File: config.mk
export PLATFORM = sky130hd
export DESIGN_NAME = prog_stage_timer
export DESIGN_NICKNAME = d
export VERILOG_FILES = /design/src/rtl/pst_pkg.sv /design/src/rtl/pst_sync.sv /design/src/rtl/pst_counter.sv /design/src/rtl/pst_oneshot.sv /design/src/rtl/prog_stage_timer.sv
export SDC_FILE = /design/constraint.sdc
export NUM_CORES = 1
export LEC_CHECK = 0
export BUFFER_PORTS_ARGS = -buffer_cell sky130_fd_sc_hd__buf_2
export CAP_MARGIN = 40
export CORE_MARGIN = 8
export CORE_UTILIZATION = 54
export CTS_CLUSTER_SIZE = 12
export DETAILED_ROUTE_END_ITERATION = 7
export MAX_ROUTING_LAYER = met4
export PLACE_DENSITY = 0.79
export SYNTH_ARGS = -nofsm -noshare
export SYNTH_HDL_FRONTEND = slang
export SYNTH_SLANG_ARGS = --single-unit
export TNS_END_PERCENT = 100
File: constraint.sdc
create_clock -name clk -period 3.3 [get_ports clk]
set_input_delay 0.99 -clock clk [delete_from_list [all_inputs] [get_ports clk]]
set_output_delay 0.99 -clock clk [all_outputs]
set_load 0.05 [all_outputs]
File: src/rtl/pst_pkg.sv
package pst_pkg;
   // bundle of the asynchronous-style controls that pass through the synchroniser
   typedef struct packed {
      logic tin;
      logic set;
      logic clr;
      logic hold;
   } pst_ctl_t;

   localparam int PST_CTL_W = $bits(pst_ctl_t);
endpackage

File: src/rtl/pst_sync.sv
module pst_sync #(
   parameter int W      = 4,
   parameter int STAGES = 2
) (
   input  logic         clk,
   input  logic         rst_n,
   input  logic [W-1:0] d,
   output logic [W-1:0] q
);
   if (STAGES < 2) begin : g_bad_depth
      $error("pst_sync: STAGES must be at least 2");
   end

   logic [W-1:0] pipe [STAGES];

   for (genvar s = 0; s < STAGES; s++) begin : g_stage
      always_ff @(posedge clk or negedge rst_n) begin
         if (!rst_n)
            pipe[s] <= '0;
         else if (s == 0)
            pipe[s] <= d;
         else
            pipe[s] <= pipe[(s == 0) ? 0 : s-1];
      end
   end

   assign q = pipe[STAGES-1];
endmodule

File: src/rtl/pst_counter.sv
module pst_counter #(
   parameter int SECT_W = 8,
   parameter int N_SECT = 3
) (
   input  logic                     clk,
   input  logic                     rst_n,
   input  logic                     clr,
   input  logic                     adv,
   input  logic                     bypass,
   input  logic                     split,
   output logic [SECT_W*N_SECT-1:0] count_q
);
   localparam int N = SECT_W * N_SECT;

   if (N_SECT < 2) begin : g_bad_sect
      $error("pst_counter: N_SECT must be at least 2");
   end

   logic [N_SECT-1:0] cin;
   logic [N_SECT-2:0] cout;

   for (genvar g = 0; g < N_SECT; g++) begin : g_sect
      logic [SECT_W-1:0] sec_q;

      if (g == 0) begin : g_first
         // lowest section is skipped entirely in bypass
         assign cin[g] = adv & ~bypass;
      end else if (g == 1) begin : g_second
         assign cin[g] = (split | bypass) ? adv : cout[g-1];
      end else begin : g_rest
         assign cin[g] = split ? adv : cout[g-1];
      end

      if (g < N_SECT-1) begin : g_carry
         assign cout[g] = cin[g] & (&sec_q);
      end

      always_ff @(posedge clk or negedge rst_n) begin
         if (!rst_n)
            sec_q <= '0;
         else if (clr)
            sec_q <= '0;
         else if (cin[g])
            sec_q <= sec_q + 1'b1;
      end

      assign count_q[g*SECT_W +: SECT_W] = sec_q;
   end
endmodule

File: src/rtl/pst_oneshot.sv
module pst_oneshot #(
   parameter int PULSE_LEN = 5
) (
   input  logic clk,
   input  logic rst_n,
   input  logic clr,
   input  logic lvl,
   output logic pulse
);
   localparam int CW = $clog2(PULSE_LEN + 1);

   if (PULSE_LEN < 1) begin : g_bad_len
      $error("pst_oneshot: PULSE_LEN must be at least 1");
   end

   logic          lvl_d;
   logic [CW-1:0] left_q;

   always_ff @(posedge clk or negedge rst_n) begin
      if (!rst_n) begin
         lvl_d  <= 1'b0;
         left_q <= '0;
      end else if (clr) begin
         lvl_d  <= 1'b0;
         left_q <= '0;
      end else begin
         lvl_d <= lvl;
         if (lvl && !lvl_d)
            left_q <= CW'(PULSE_LEN);
         else if (left_q != '0)
            left_q <= left_q - 1'b1;
      end
   end

   assign pulse = (left_q != '0);
endmodule

File: src/rtl/prog_stage_timer.sv
module prog_stage_timer #(
   parameter int SECT_W      = 8,
   parameter int N_SECT      = 3,
   parameter int SYNC_STAGES = 2,
   parameter int PULSE_LEN   = 5,
   localparam int N          = SECT_W * N_SECT,
   localparam int TAPS       = N - SECT_W,
   localparam int SEL_W      = $clog2(TAPS)
) (
   input  logic             clk,
   input  logic             rst_n,
   input  logic             tin,
   input  logic             set_in,
   input  logic             clr_in,
   input  logic             hold_in,
   input  logic             skip8,
   input  logic [SEL_W-1:0] sel,
   input  logic             mono_en,
   output logic [N-1:0]     count_q,
   output logic             dec_out
);
   import pst_pkg::*;

   localparam int IDX_W = $clog2(N);

   if ((1 << SEL_W) != TAPS) begin : g_bad_taps
      $error("prog_stage_timer: selectable stage count must be a power of two");
   end

   pst_ctl_t raw_c, syn_c;
   assign raw_c = '{tin: tin, set: set_in, clr: clr_in, hold: hold_in};

   pst_sync #(.W(PST_CTL_W), .STAGES(SYNC_STAGES)) u_sync (
      .clk   (clk),
      .rst_n (rst_n),
      .d     (raw_c),
      .q     (syn_c)
   );

   logic tin_s, set_s, clr_s, hold_s;
   assign tin_s  = syn_c.tin;
   assign set_s  = syn_c.set;
   assign clr_s  = syn_c.clr;
   assign hold_s = syn_c.hold;

   logic tin_d;
   always_ff @(posedge clk or negedge rst_n) begin
      if (!rst_n) tin_d <= 1'b0;
      else        tin_d <= tin_s;
   end

   logic fall, test_m, force_lo, set_only;
   assign fall     = tin_d & ~tin_s;
   assign test_m   = skip8 & set_s & clr_s;
   assign force_lo = clr_s & ~test_m;
   assign set_only = set_s & ~clr_s;

   // pending-set: swallows the first edge after set is released
   logic set_pend;
   always_ff @(posedge clk or negedge rst_n) begin
      if (!rst_n)
         set_pend <= 1'b0;
      else if (force_lo)
         set_pend <= 1'b0;
      else if (set_only)
         set_pend <= 1'b1;
      else if (fall && !hold_s)
         set_pend <= 1'b0;
   end

   logic adv, chain_clr;
   assign chain_clr = force_lo | set_only;
   assign adv       = fall & ~hold_s & ~set_pend & ~chain_clr;

   pst_counter #(.SECT_W(SECT_W), .N_SECT(N_SECT)) u_cnt (
      .clk     (clk),
      .rst_n   (rst_n),
      .clr     (chain_clr),
      .adv     (adv),
      .bypass  (skip8 & ~test_m),
      .split   (test_m),
      .count_q (count_q)
   );

   logic [IDX_W-1:0] tap_idx;
   logic             tap_bit;
   assign tap_idx = IDX_W'(SECT_W) + IDX_W'(sel);
   assign tap_bit = count_q[tap_idx];

   logic pulse;
   pst_oneshot #(.PULSE_LEN(PULSE_LEN)) u_mono (
      .clk   (clk),
      .rst_n (rst_n),
      .clr   (chain_clr | test_m),
      .lvl   (tap_bit),
      .pulse (pulse)
   );

   always_comb begin
      if (force_lo)
         dec_out = 1'b0;
      else if (test_m || set_only || set_pend)
         dec_out = 1'b1;
      else if (mono_en)
         dec_out = pulse;
      else
         dec_out = tap_bit;
   end
endmodule

==> flow_metrics.env, run 1 <==
export IMPL_switching_share_pct=27.6
export IMPL_period_minus_slack_ps=3400
export IMPL_die_area_um2=5790
export IMPL_fin_util_pct=64.0
export IMPL_critPathCaptureType="primary output"
export IMPL_crit_path_top_delay_cell="mux4_2"
export IMPL_layout_common_cells="38 x dfrtp_1, 34 x buf_2, 22 x nor2_1, 19 x o21ai_0, 13 x nand3_1"
export IMPL_cap_violations=0
export IMPL_slew_violations=0
export IMPL_syn_num_nets=202
export IMPL_ys_types=37
export IMPL_path_depth=7
export IMPL_cts_resized=7
export IMPL_p_int_mw=0.586
export IMPL_power_switching_mw=0.223
export IMPL_ys_top_cells_by_area="dfrtp_1 49%, o21ai_0 4.9%, mux4_2 4.6%"
export IMPL_drc=0
export IMPL_fp_dieH_um=76.1
export IMPL_powerDensity_nw_per_um2=353
export IMPL_clock_power_share_pct=27.6
export IMPL_max_stage_delay_ps=330
export IMPL_worst_setup_path_start_kind="input pin"
export IMPL_wire_per_inst_um=15.7
export IMPL_ff2ff_setup_slack_ps=1140
export IMPL_synth_seq_cells=38
export IMPL_grt_pass1_vias=1588
export IMPL_antenna_found_initial=0
export IMPL_cp_common_cell="mux2_4"
export IMPL_synth_avg_cell_area_um2=10.5
export IMPL_timing_hold_ws_ps=359
export IMPL_final_hold_violation_count=0
export IMPL_drt_initial_drc_count=108
export IMPL_rows=22
export IMPL_dp_cells=270
export IMPL_avgViaCountPerCell=5.74
export IMPL_place_hpwl_mm=3.30
export IMPL_status="complete, but fails checks"
export IMPL_cp_top_family="multiplexers"
export IMPL_ys_warnings_count=0
export IMPL_final_common_cell="dfrtp_1"
export IMPL_insertedDiodeCount=0
export IMPL_initial_utilization_pct=54.5
export IMPL_violations="setup timing"
export IMPL_insertion_delay_ps=340
export IMPL_die_width_um=76.1
export IMPL_pre_cts_ws_ps=-271
export IMPL_cts_tree="done"
export IMPL_multi_input_area_um2=978
export IMPL_seqPwrFrac_pct=60.4
export IMPL_numCtsBuffers=5
export IMPL_setup_violations=1
export IMPL_ir_drop_mv=0.263
export IMPL_num_vias=1589
export IMPL_gp_congestion=0.776
export IMPL_synth_top_area_share_pct=48.8
export IMPL_ff_latch_area_um2=951
export IMPL_power_leakage_nw=1.08
export IMPL_ioPinCount=37
export IMPL_final_nets=246
export IMPL_wl_mm=4.34
export IMPL_grt_usage_pct=16.0
export IMPL_worstPathCellList="buf_8, mux4_2, mux2i_1, mux2_4, mux2_4, a32oi_4, buf_6"
export IMPL_cts_root_buf="clkbuf_4"
export IMPL_syn_to_final_growth_pct=17.5
export IMPL_max_freq_ghz=0.294
export IMPL_cts_sinks=38
export IMPL_cp_num_buf_inv=2
export IMPL_arrival_ps=2410
export IMPL_drive_above_1_share_pct=29.3
export IMPL_worst_r2r_cell_count=5
export IMPL_crit_type="input pin to primary output"
export IMPL_gr_total_overflow=0
export IMPL_drt_first_pass_iters=4
export IMPL_syn_inst=185
export IMPL_worst_pin_slew_ps=822
export IMPL_combPwrFrac_pct=12.0
export IMPL_skew_ps=10.5
export IMPL_instances_no_fill=277
export IMPL_slew_headroom_pct=45.2
export IMPL_worstHoldPathType="register to register"
export IMPL_numPortBuffers=36
export IMPL_netlist_area_um2=1950
export IMPL_grt_max_degree=39
export IMPL_ant_nets=0
export IMPL_fillers=302
export IMPL_setup_slack_ps=-102
export IMPL_grt_pass1_wl_mm=7.53
export IMPL_worstHoldPathCells=0
export IMPL_period_share_pct=103
export IMPL_cts_buffer_depth=2
export IMPL_core_um2=3580
export IMPL_grt_setup_unrepaired="true"
export IMPL_clk_pin_slew_ps=110
export IMPL_postCtsSetupBuffers=0
export IMPL_power_mw=0.809
export IMPL_h_tree_depth=2
export IMPL_yosysSeqAreaShare_pct=48.8
export IMPL_yosysTopAreaCell="dfrtp_1"
export IMPL_ctsHoldBuffers=0
export IMPL_cp_required_ps=2310
export IMPL_cp_max_fo=4
==> cells in the mapped netlist <==
cell type,count
a22o_2,1
a41o_2,1
nand2_1,11
nor3_1,1
a211oi_4,1
o31ai_1,5
mux2i_1,5
nand2_2,1
o22a_2,1
a21oi_4,1
or3b_2,1
or2_2,2
or4b_4,1
dfrtp_1,38
inv_1,7
clkbuf_1,1
mux4_2,4
a32oi_1,1
buf_6,1
o41ai_2,1
nor2_1,22
a31oi_1,3
xnor2_1,2
a21oi_1,5
o21ai_0,19
or3_1,3
mux2_2,2
nand4_1,5
nand2b_1,2
nand3_1,13
and3_2,2
and3_1,3
ha_1,5
and4_1,1
and2_1,2
buf_2,1
xor2_1,10
==> sequential cells by signal, summed over array words and instances (netlist names) <==
signal and count:
u_sync.pipe 4, u_mono.lvl_d 1, u_cnt.g_sect.sec_q 24, u_sync.q 4, set_pend 1, u_mono.left_q 3
tin_d 1
==> routing by layer <==
metal	up-vias	routed length [µm]	GRT usage, %
li1	759	-	-
met1	773	1890	18.8
met2	51	2150	26.0
met3	6	244	4.83
met4	0	46	4.81
met5	-	0	-
==> cell families after synthesis <==
logic type / after synthesis / synth area share [%]
compound gates: 39 / 13.8
xor+xnor: 12 / 5.39
fa+ha+maj: 5 / 3.21
buf+inv: 10 / 2.37
flops: 38 / 48.8
mux: 11 / 8.34
simple gates: 70 / 18.1
==> layout make-up <==
cell class / instances / area share [%]
clock inverters: 2 / 0.437
flip-flops and latches: 38 / 41.5
inverters: 7 / 1.15
repair buffers: 40 / 9.89
multi-input cells: 137 / 42.7
well taps: 48 / 2.62
clock buffers: 5 / 1.64
==> final timing paths <==
kind,from,to
setup / recovery,sel[3],dec_out
hold reg to reg,u_sync.pipe[4],u_sync.q[0]
hold / removal,u_sync.pipe[4],u_sync.q[0]
setup reg to reg,set_pend,u_cnt.g_sect[2].sec_q[7]
min in group asynchronous,rst_n,u_mono.left_q[1]
max in group asynchronous,rst_n,u_cnt.g_sect[2].sec_q[2]
==> per-stage QoR <==
stage	TNS [ps]	area, µm²
floorplan	0	1970
global placement	-239	2220
detailed placement	-271	2220
CTS	-112	2290
global route	-141	2290
finish	-102	2290
==> power by group through the flow <==
stage,combinational (mW),sequential [mW],clock (mW)
after floorplan,0.0459,0.510,0
after global placement,0.0927,0.497,0
after detailed placement,0.0944,0.498,0
after CTS,0.0987,0.489,0.229
after global routing,0.107,0.492,0.248
final,0.0973,0.489,0.223
Note: power is estimated with default switching activity, not from simulation.
==> inputs of run 2 (changes only) <==
--- a/config.mk
+++ b/config.mk
@@ -8,11 +8,11 @@
 export BUFFER_PORTS_ARGS = -buffer_cell sky130_fd_sc_hd__buf_2
 export CAP_MARGIN = 40
 export CORE_MARGIN = 8
-export CORE_UTILIZATION = 54
+export CORE_UTILIZATION = 59
 export CTS_CLUSTER_SIZE = 12
 export DETAILED_ROUTE_END_ITERATION = 7
 export MAX_ROUTING_LAYER = met4
-export PLACE_DENSITY = 0.79
+export PLACE_DENSITY = 0.85
 export SYNTH_ARGS = -nofsm -noshare
 export SYNTH_HDL_FRONTEND = slang
 export SYNTH_SLANG_ARGS = --single-unit
==> constraint.sdc (replaced) <==
create_clock -name clk -period 4 [get_ports clk]
set_input_delay 1.2 -clock clk [delete_from_list [all_inputs] [get_ports clk]]
set_output_delay 1.2 -clock clk [all_outputs]
set_load 0.05 [all_outputs]
==> run 2 against run 1 <==
Net effect:
- the flow now finishes without violations
- worst hold slack got worse by 1.8 ps
- clock skew rose by 1.6 ps
- non-clock buffer count fell by 3
- combinational power fell by 22%
- die area fell by 6.7%
- count of clock-buffer cells in the layout rose by 1
- worst setup slack improved by 180 ps
- wire length fell by 6.5%
- utilization rose by 5.1 points
- cell count fell by 1.4%
==> flow_metrics.env, run 2 (synthesis results as in run 1) <==
export IMPL_period_share_pct=98.1
export IMPL_wl_mm=4.06
export IMPL_period_minus_slack_ps=3920
export IMPL_cts_tree="done"
export IMPL_setup_violations=0
export IMPL_insertion_delay_ps=350
export IMPL_drt_first_pass_iters=4
export IMPL_use_met3_pct=4.09
export IMPL_grt_busiest_layer="met2"
export IMPL_max_freq_ghz=0.255
export IMPL_top_register="u_cnt.g_sect.sec_q"
export IMPL_largest_reg_flops=24
export IMPL_ff2ff_setup_slack_ps=1860
export IMPL_status="completed"
export IMPL_rows=21
export IMPL_ioPinCount=37
export IMPL_power_mw=0.688
export IMPL_critPathCaptureType="primary output"
export IMPL_clk_pin_slew_ps=110
export IMPL_insertedDiodeCount=0
export IMPL_num_vias=1576
export IMPL_numPortBuffers=36
export IMPL_worst_pin_slew_ps=802
export IMPL_gr_total_overflow=0
export IMPL_worstHoldPathType="register to register"
export IMPL_wire_per_inst_um=14.9
export IMPL_cp_required_ps=2800
export IMPL_place_hpwl_mm=3.04
export IMPL_h_tree_depth=2
export IMPL_slew_violations=0
export IMPL_ir_drop_mv=0.244
export IMPL_placed_area_um2=2180
export IMPL_drc=0
export IMPL_die_width_um=73.5
export IMPL_syn_to_final_growth_pct=15.5
export IMPL_cts_root_buf="clkbuf_4"
export IMPL_power_leakage_nw=1.06
export IMPL_cp_max_fo=4
export IMPL_final_hold_violation_count=0
export IMPL_grt_pass1_vias=1605
export IMPL_drt_initial_drc_count=102
export IMPL_numCtsBuffers=5
export IMPL_ant_nets=0
export IMPL_antenna_found_initial=0
export IMPL_grt_usage_pct=17.1
export IMPL_final_common_cell="dfrtp_1"
export IMPL_slew_headroom_pct=46.6
export IMPL_powerDensity_nw_per_um2=305
export IMPL_grt_max_degree=39
export IMPL_arrival_ps=2720
export IMPL_avgViaCountPerCell=5.77
export IMPL_initial_utilization_pct=59.8
export IMPL_met1_usage_pct=20.4
export IMPL_drive_above_1_share_pct=28.6
export IMPL_gp_congestion=0.826
export IMPL_core_um2=3260
export IMPL_met2_usage_pct=26.8
export IMPL_die_area_um2=5400
export IMPL_skew_ps=12.2
export IMPL_grt_setup_unrepaired="false"
export IMPL_grt_pass1_wl_mm=7.02
export IMPL_worst_setup_path_start_kind="input pin"
export IMPL_cap_violations=0
export IMPL_cts_buffer_depth=2
export IMPL_postLayoutCellArea_um2=2250
export IMPL_cts_sinks=38
export IMPL_layout_common_cells="38 x dfrtp_1, 35 x buf_2, 22 x nor2_1, 19 x o21ai_0, 13 x nand3_1"
export IMPL_crit_type="input pin to primary output"
export IMPL_final_nets=243
export IMPL_fp_dieH_um=73.5
## run 2: per-stage QoR
| stage | utilization, % | hold slack [ps] | setup slack [ps] | setup TNS, ps | cells |
|---|---|---|---|---|---|
| after floorplan | - | 331 | 128 | 0 | 185 |
| after global placement | 67.0 | 334 | 19.2 | 0 | 265 |
| after detailed placement | 67.0 | 336 | -25.1 | -25.1 | 265 |
| after CTS | 69.0 | 362 | 34.7 | 0 | 273 |
| after global routing | 69.1 | 378 | 24.9 | 0 | 273 |
| final | 69.1 | 357 | 76.8 | 0 | 273 |
## run 2: power breakdown
group / total [mW] / internal [mW] / switching (mW)
registers: 0.403 / 0.393 / 0.0100
clock network: 0.209 / 0.0845 / 0.124
logic: 0.0757 / 0.0244 / 0.0512
total: 0.688 / 0.502 / 0.186
## run 2: repair_timing
action                                  4_1_cts  5_1_grt
resized for setup                             1        1
endpoints found under the setup margin        1        1
buffers inserted                              0        0
hold buffers                                  0        0
pin swaps                                     0        0
## run 2: final cells by class
cell class	instances	area, µm²
fillers	276	1010
multi-input cells	137	960
flip-flops and latches	38	951
repair buffers	37	194
well taps	46	57.6
clock buffers	6	51.3
inverters	7	26.3
clock inverters	2	12.5
## run 2: routing by layer
layer  up-vias  wire [µm]
li1        756          -
met1       751       1830
met2        57       1870
met3        12        257
met4         0         97
met5         -          0
## run 2: worst paths after layout
check                          startpoint  cells past startpoint                        to
hold / removal             u_sync.pipe[4]                      0               u_sync.q[0]
hold reg to reg            u_sync.pipe[4]                      0               u_sync.q[0]
min in group asynchronous           rst_n                      1  u_cnt.g_sect[1].sec_q[5]
setup / recovery                   sel[3]                      7                   dec_out
setup reg to reg              u_sync.q[3]                      5  u_cnt.g_sect[2].sec_q[7]
max in group asynchronous           rst_n                      1  u_cnt.g_sect[2].sec_q[7]
## run 2: critical path: stages
cell	delay, ps
buf_2	140
mux4_2	340
mux2i_1	60
mux2_2	300
mux2_2	280
a32oi_2	220
buf_6	180
